===== src/rtl/sau_pkg.sv =====
package sau_pkg;
   typedef enum logic [2:0] {
      SAU_SEQ    = 3'd0,
      SAU_COND   = 3'd1,
      SAU_GATHER = 3'd2,
      SAU_INDEX  = 3'd3,
      SAU_STRIDE = 3'd4,
      SAU_BITREV = 3'd5
   } sau_mode_e;
endpackage


===== src/rtl/sau_ram.sv =====
module sau_ram #(
   parameter int DATA_W = 32,
   parameter int DEPTH  = 64,
   localparam int ADDR_W = $clog2(DEPTH)
) (
   input  logic              clk,
   input  logic              we,
   input  logic [ADDR_W-1:0] waddr,
   input  logic [DATA_W-1:0] wdata,
   input  logic              re,
   input  logic [ADDR_W-1:0] raddr,
   output logic [DATA_W-1:0] rdata
);
   logic [DATA_W-1:0] mem [DEPTH];

   always_ff @(posedge clk) begin
      if (we) mem[waddr] <= wdata;
      if (re) rdata <= mem[raddr];
   end
endmodule


===== src/rtl/sau_addr_gen.sv =====
module sau_addr_gen
   import sau_pkg::*;
#(
   parameter int ADDR_W = 6,
   localparam int LEN_W = ADDR_W + 1,
   localparam int LG_W  = $clog2(ADDR_W + 1)
) (
   input  sau_mode_e         mode,
   input  logic [ADDR_W-1:0] base,
   input  logic [LEN_W-1:0]  len,
   input  logic [ADDR_W-1:0] stride,
   input  logic [LEN_W-1:0]  pos,
   input  logic [ADDR_W-1:0] arg,
   output logic [ADDR_W-1:0] addr
);
   logic [ADDR_W-1:0] pos_lo;
   logic [ADDR_W-1:0] rev_full;
   logic [ADDR_W-1:0] rev_pos;
   logic [ADDR_W-1:0] prod;
   logic [LG_W-1:0]   lg;
   logic [LG_W-1:0]   sh;

   assign pos_lo = pos[ADDR_W-1:0];

   // full-width mirror of the position, one wire per bit
   for (genvar j = 0; j < ADDR_W; j++) begin : g_rev
      assign rev_full[j] = pos_lo[ADDR_W-1-j];
   end

   // log2 of the length: index of its highest set bit
   always_comb begin
      lg = '0;
      for (int i = 0; i < LEN_W; i++) begin
         if (len[i]) lg = LG_W'(i);
      end
   end

   always_comb begin
      sh = LG_W'(ADDR_W) - lg;
      if (lg > LG_W'(ADDR_W)) sh = '0;
   end

   assign rev_pos = rev_full >> sh;

   always_comb begin
      prod = ADDR_W'(pos_lo * stride);
   end

   always_comb begin
      unique case (mode)
         SAU_GATHER: addr = base + arg;
         SAU_INDEX:  addr = base + pos_lo + arg;
         SAU_STRIDE: addr = base + prod;
         SAU_BITREV: addr = base + rev_pos;
         default:    addr = base + pos_lo;
      endcase
   end
endmodule


===== src/rtl/stream_access_unit.sv =====
module stream_access_unit
   import sau_pkg::*;
#(
   parameter int DATA_W = 32,
   parameter int DEPTH  = 64,
   localparam int ADDR_W = $clog2(DEPTH),
   localparam int LEN_W  = ADDR_W + 1
) (
   input  logic              clk,
   input  logic              rst_n,
   input  logic              fill_en,
   input  logic [ADDR_W-1:0] fill_addr,
   input  logic [DATA_W-1:0] fill_data,
   input  logic              cfg_load,
   input  logic [2:0]        cfg_mode,
   input  logic [ADDR_W-1:0] cfg_base,
   input  logic [LEN_W-1:0]  cfg_len,
   input  logic [ADDR_W-1:0] cfg_stride,
   input  logic [ADDR_W-1:0] cfg_win_lo,
   input  logic [ADDR_W-1:0] cfg_win_hi,
   input  logic              req_valid,
   output logic              req_ready,
   input  logic [ADDR_W-1:0] req_arg,
   input  logic              req_cond,
   output logic              rec_valid,
   input  logic              rec_ready,
   output logic [DATA_W-1:0] rec_data,
   output logic              done,
   output logic              ofs_err
);
   if (DEPTH < 2 || (DEPTH & (DEPTH - 1)) != 0) begin : g_bad_depth
      $error("DEPTH must be a power of two of at least 2");
   end
   if (DATA_W < 1) begin : g_bad_width
      $error("DATA_W must be positive");
   end

   sau_mode_e         mode;
   logic [LEN_W-1:0]  pos;
   logic [LEN_W-1:0]  pos_nx;
   logic [ADDR_W-1:0] rd_addr;
   logic              accept, in_win, bad, skip, issue, advance, walker;

   assign mode    = sau_mode_e'(cfg_mode);
   assign accept  = req_valid && req_ready;
   assign in_win  = (req_arg >= cfg_win_lo) && (req_arg <= cfg_win_hi);
   assign bad     = accept && (mode == SAU_INDEX) && !in_win;
   assign skip    = accept && (mode == SAU_COND) && !req_cond;
   assign issue   = accept && !bad && !skip;
   assign walker  = (mode == SAU_SEQ) || (mode == SAU_STRIDE) || (mode == SAU_BITREV);
   assign advance = accept && (walker || ((mode == SAU_COND) && req_cond));
   assign pos_nx  = pos + LEN_W'(1);

   assign req_ready = (!rec_valid || rec_ready) && !done;

   sau_addr_gen #(.ADDR_W(ADDR_W)) u_agen (
      .mode   (mode),
      .base   (cfg_base),
      .len    (cfg_len),
      .stride (cfg_stride),
      .pos    (pos),
      .arg    (req_arg),
      .addr   (rd_addr)
   );

   sau_ram #(.DATA_W(DATA_W), .DEPTH(DEPTH)) u_ram (
      .clk   (clk),
      .we    (fill_en),
      .waddr (fill_addr),
      .wdata (fill_data),
      .re    (issue),
      .raddr (rd_addr),
      .rdata (rec_data)
   );

   always_ff @(posedge clk) begin
      if (!rst_n) begin
         pos       <= '0;
         done      <= 1'b0;
         rec_valid <= 1'b0;
         ofs_err   <= 1'b0;
      end else begin
         ofs_err <= bad;
         if (issue)          rec_valid <= 1'b1;
         else if (rec_ready) rec_valid <= 1'b0;
         if (cfg_load) begin
            pos  <= '0;
            done <= 1'b0;
         end else if (advance) begin
            pos <= pos_nx;
            if (walker && pos_nx == cfg_len) done <= 1'b1;
         end
      end
   end
endmodule


===== config.mk =====
export PLATFORM = sky130hd
export DESIGN_NAME = stream_access_unit
export DESIGN_NICKNAME = d
export VERILOG_FILES = /design/src/rtl/sau_pkg.sv /design/src/rtl/sau_ram.sv /design/src/rtl/sau_addr_gen.sv /design/src/rtl/stream_access_unit.sv
export SDC_FILE = /design/constraint.sdc
export NUM_CORES = 2
export LEC_CHECK = 0
export ABC_AREA = 1
export BUFFER_PORTS_ARGS = -buffer_cell sky130_fd_sc_hd__buf_2
export CORE_ASPECT_RATIO = 0.7
export CORE_MARGIN = 2
export CORE_UTILIZATION = 55
export CTS_CLUSTER_DIAMETER = 80
export DETAILED_ROUTE_END_ITERATION = 12
export PLACE_DENSITY_LB_ADDON = 0.1
export SLEW_MARGIN = 15
export SYNTH_ARGS = -nofsm -noshare
export SYNTH_HDL_FRONTEND = slang
export SYNTH_SLANG_ARGS = --single-unit

===== constraint.sdc =====
create_clock -name clk -period 8.5 [get_ports clk]
set_input_delay 0 -clock clk [delete_from_list [all_inputs] [get_ports clk]]
set_output_delay 0 -clock clk [all_outputs]
set_load 0.005 [all_outputs]

### Yosys cells after proc, flatten, opt, wreduce, memory -nomap -nowiden

Memory sizes are Yosys's and may differ from the RTL's. A register that Yosys moved wholly into a read port is not among the register bits.
Index checks and enable logic that the tools add are counted.

* $add $sub $neg: 7
* $mul: 1
* order comparisons: 3
* equal/unequal tests: 6
* shift operators: 1
* multiplexer cells: 12
* bitwise operators: 1
* reductions and logical operators: 26

Operators by type and width (number)
* $add 6x6->6: 5
* $pmux 6 s4: 1
* $logic_and 1x1->1: 12
* $mux 3: 4
* $add 7x1->7 const B: 1
* $eq 7x7->1: 1
* $eq 3x2->1 const B: 2
* $eq 3x3->1 const B: 2
* $ge 6x6->1: 1
* $le 6x6->1: 1
* $logic_not 1->1: 6
* $mul 6x6->6: 1
* $shr 6x3->6: 1
* $mux 1: 5
* $logic_or 1x1->1: 4
* $mux 2: 2
* $eq 3x1->1 const B: 1
* $gt 3x3->1 const B: 1
* $logic_not 3->1: 1
* $sub 3x3->3 const A: 1
* $reduce_and 2->1: 1
* $reduce_bool 2->1: 1
* $reduce_or 2->1: 1
* $not 1->1: 1

* bits in registers: 10
* bits in writable memories: 2048
* input port bits: 85
* output and inout bits: 36
* logic and storage cells: 62
* memories kept: 1

Memories
* u_ram.mem: depth 64, width 32, read ports 1, clocked after Yosys merged registers in 1, write ports 1, RTL line sau_ram.sv:14 `logic [DATA_W-1:0] mem [DEPTH];`

### Logic depth before layout (Yosys ltp)

* depth after elaboration: 11
* gate-level depth with buffers: 29
* depth with buffers taken out: 28

### Modules after synthesis

A second synthesis with hierarchy kept.

* cell total of the unflattened synthesis: 7259
* area, all modules: 85966.2 um2

Modules (own cells, without submodules)
* sau_ram: instances 1, cells an instance 6769, area each 83058.4 um2, sequential area each 62459.9 um2
* sau_addr_gen: instances 1, cells an instance 325, area each 1924.3 um2, sequential area each 0.0 um2
* stream_access_unit: instances 1, cells an instance 165, area each 983.4 um2, sequential area each 200.2 um2

### Worst setup path after synthesis

No wires, ideal clock.

* kind: reg2reg
* start: register pos[2]
* end: register u_ram.rdata[10] (read register of u_ram.mem), data pin
* setup time: 253 ps
* arrival time: 3934 ps
* required time: 8247 ps
* path slack: 4313 ps
* stages on the path, launching flop included: 26
* path buffers: 2
* period minus slack after synthesis: 4187 ps
* path through: dfxtp_1 -> clkbuf_1 -> nand2_1 -> inv_1 -> fa_1 -> ha_1 -> fa_1 -> inv_1 -> fa_1 -> inv_1 -> ha_1 -> nand2_1 -> nand2_1 -> a21oi_1 -> nand2_1 -> nand2_1 -> nand2_1 -> nand2_1 -> nand2_1 -> nand3_1 -> nand4_1 -> nand2_1 -> inv_1 -> buf_1 -> nand3_1 -> nand2_1

* cells in the longest elaborated chain, start to end: 3
* elaborated cells on any way between the ends: 7
* those cells by class: 4 x add/sub; 1 x mul; 1 x shift; 1 x mux

Ends and longest elaborated chain
* start: declaration: RTL line stream_access_unit.sv:39 `logic [LEN_W-1:0] pos;`
* start signal: assignment: RTL line stream_access_unit.sv:90 `pos <= pos_nx;`
* $mul 6x6->6, or another cell as far along: RTL line sau_addr_gen.sv:46 `prod = ADDR_W'(pos_lo * stride);`
* $add 6x6->6 (on tied branches): RTL line sau_addr_gen.sv:53, sau_addr_gen.sv:52, sau_addr_gen.sv:54
* $pmux 6 s4 *: RTL line sau_addr_gen.sv:50 `unique case (mode)`
* end: declaration: RTL line sau_ram.sv:12 `output logic [DATA_W-1:0] rdata`

Mark *: on every way between the ends. The rest lies on a longest branch, timed or not.
A chain may end at the register's enable or synchronous reset.

### Worst setup path after layout

* start: register pos[1]
* end: register u_ram.rdata[9] (read register of u_ram.mem), data pin

The elaborated chain is that of the path after synthesis.

==> flow_summary.yaml <==
worst_setup_path:
  path_cells: "nand2_1 -> inv_1 -> fa_1 -> ha_1 -> fa_1 -> inv_1 -> fa_1 -> inv_1 -> ha_1 -> nand2_1 -> nand2_1 -> a21oi_1 -> nand2_1 -> nand2_1 -> nand2_1 -> nand3_1 -> nand3_1 -> nand4_1 -> nand2_2 -> inv_1 -> buf_4 -> nand3_1 -> nand2_1"
  path_class: "register to register"
  cp.arrival_ps: 6620
  crit_buf_inv: 5
  cp_common_cell: "nand2_1"
  required_ps: 9200
  crit_path_max_fanout: 19
  crit_family: "adder cells"
  crit_path_end_kind: "register"
  slowest_delay_ps: 900
  cp-start-kind: "register"
  crit_path_top_delay_cell: "inv_1"
yosys:
  synthArstFlopShare_pct: 0
  synth_top_area_share_pct: 68.96
  synth_top_area_cell: "edfxtp_1"
  synth_area_leaders: "edfxtp_1, nand3_1, nand2_1"
  synth_cell_type_count: 40
  dominantRegCellSynth: "edfxtp_1"
  synth-seq-area-share_pct: 69.18
  yosys_warnings: 0
  syn_area_mm2: 0.09057
  avgSynthCellArea_um2: 10.83
  netlist_instances: 8364
  synth-edff-count: 2080
  synth-seq-cells: 2090
  syn_nets: 8501
placement:
  hpwlAfterDp_mm: 144.5
  portBuffers: 120
  place_congestion: 0.9052
  pre_cts_slack_ps: 2734
timing:
  max_freq_mhz: 168.8
  worst_pin_slew_ps: 1281
  slew_headroom_pct: 14.57
  setup_viol: 0
  slew_violations: 0
  worst_slack_ps: 2575
  rsz0062_at_grt: "false"
  skew_ps: 27.96
  period_share_pct: 69.71
  tns_ps: 0
  hold_violations: 0
  min_period_ps: 5925
global_routing:
  grt_max_degree: 199
  first_global_vias: 59780
  antenna_found_initial: 9
  track_usage_pct: 33.49
  overflow: 0
  grt_pass1_wl_mm: 411.2
clock_tree:
  cts.sinks: 2090
  root_buffer: "clkbuf_16"
  clock_path_buffers: 3
  cts_tree: "built"
  insertion_delay_ps: 840
  cts-resized-gates: 0
  htreeDepth: 4
  post_cts_buffers: 0
  numCtsBuffers: 194
  clk_pin_slew_ps: 70
cells_and_area:
  syn_to_final_growth_pct: 10.74
  final_cell_mix: "nand2_1, nand3_1, edfxtp_1"
  layout_commonest_cell: "nand2_1"
  finalNetCount: 8470
  layout-drive-gt1-share_pct: 7.430
floorplanning:
  pin_count: 121
  dieArea_mm2: 0.1680
  die_y_um: 343.5
  core_mm2: 0.1634
  rows: 124
  dieWidth_um: 489.0
  initial_core_util_pct: 55.44
routing:
  firstDrtPassIters: 6
  vias_per_cell: 6.053
  ant_nets: 0
  vias: 64770
  drt_iter0_markers: 10080
  drt_wl_total_mm: 282.8
  wire_per_inst_um: 26.43
  drcViolationCount: 0
power:
  power.total_mw: 24.27
  p_per_area_mw_per_mm2: 242.0
  peakVddDrop_mv: 0.1895
  p_leak_nw: 38.93
status:
  outcome: "finished clean"
job:
  maxCapViolCount: 0
worst_hold_path:
  min_path_type: "primary input to register"
## cells in the mapped netlist (3+ instances only)
cell type     n
dfxtp_1      10
buf_4        11
edfxtp_1   2080
nor2_1       79
fa_1         10
or2_2         3
buf_2       221
o21ai_0      25
a21oi_1      30
nand2_1    2768
ha_1         42
nand3_1    2122
xor2_1       14
buf_1       120
inv_2         4
nand3b_1    130
clkbuf_1    208
xnor2_1       7
nand4_1      20
inv_1       431
buf_6         3
## state kept, by name (all words and copies together), names as in the netlist
signal and count:
u_ram.rdata 32, pos 7, rec_valid 1, ofs_err 1
u_ram.mem 2048, done 1
## metrics by stage
step	std cells	hold slack, ps	cell area [um^2]	utilization [%]
floorplan	8364	98.87	90570	-
global placement	10290	251.1	93630	57.31
detailed placement	10290	263.8	93630	57.31
CTS	10700	44.31	100300	61.39
global route	10700	158.9	100300	61.39
finish	10700	129.6	100300	61.39
## tightest hold or removal path: cells and delay by family
kind,cells,cell delay [ps]
buf+inv,2,640
simple gates,1,140
compound gates,2,150
## per-layer routing
metal / up-vias / part of all wire, % / GRT usage, % / wire (um)
met5: - / 0.0046 / 0 / 13
met4: 2 / 3.1 / 11.16 / 8766
met3: 478 / 12 / 6.591 / 33940
met2: 3981 / 44 / 49.41 / 124400
met1: 31470 / 41 / 50.11 / 115700
li1: 28840 / - / - / -
## area by class of cell
class,instances,area [um^2]
Inverter,435,1647
Multi-Input combinational cell,5276,24360
Sequential cell,2090,62660
Clock buffer,247,5139
Tap cell,2205,2759
Fill cell,13010,63070
Clock inverter,109,1046
Timing Repair Buffer,336,2683
Antenna cell,3,7.507
## report_power, final
part	switching (mW)	total [mW]	leakage (nW)	internal (mW)
Sequential	0.0844	11.5	18.8	11.5
Combinational	3.00	4.04	17.1	1.03
Clock	3.84	8.68	3.01	4.84
Total	6.93	24.3	38.9	17.3
## cells by family (layout without fill, tap and decap cells)
logic type	count (synthesis)	count (layout)	share of synthesized area, %
simple gates	5135	5135	24.89
xor+xnor	21	21	0.2031
flops	2090	2090	69.18
buf+inv	998	1127	4.512
other cells	0	3	0
fa+ha+maj	52	52	0.8012
compound gates	68	68	0.4130
## repair_timing
item | 4_1_cts | 5_1_grt
endpoints found under the hold margin | 2064 | 0
endpoints found under the setup margin | 0 | 0
hold buffers | 48 | 0
## final timing paths
| kind | cells after the start | slack, ps | from | end |
|---|---|---|---|---|
| max reg2reg | 23 | 2570 | pos[1] | u_ram.rdata[9] |
| max | 23 | 2570 | pos[1] | u_ram.rdata[9] |
| min | 5 | 130 | cfg_load | pos[1] |
| min reg2reg | 2 | 570 | pos[6] | pos[6] |
No activity file was read; power rests on OpenSTA's default activity.
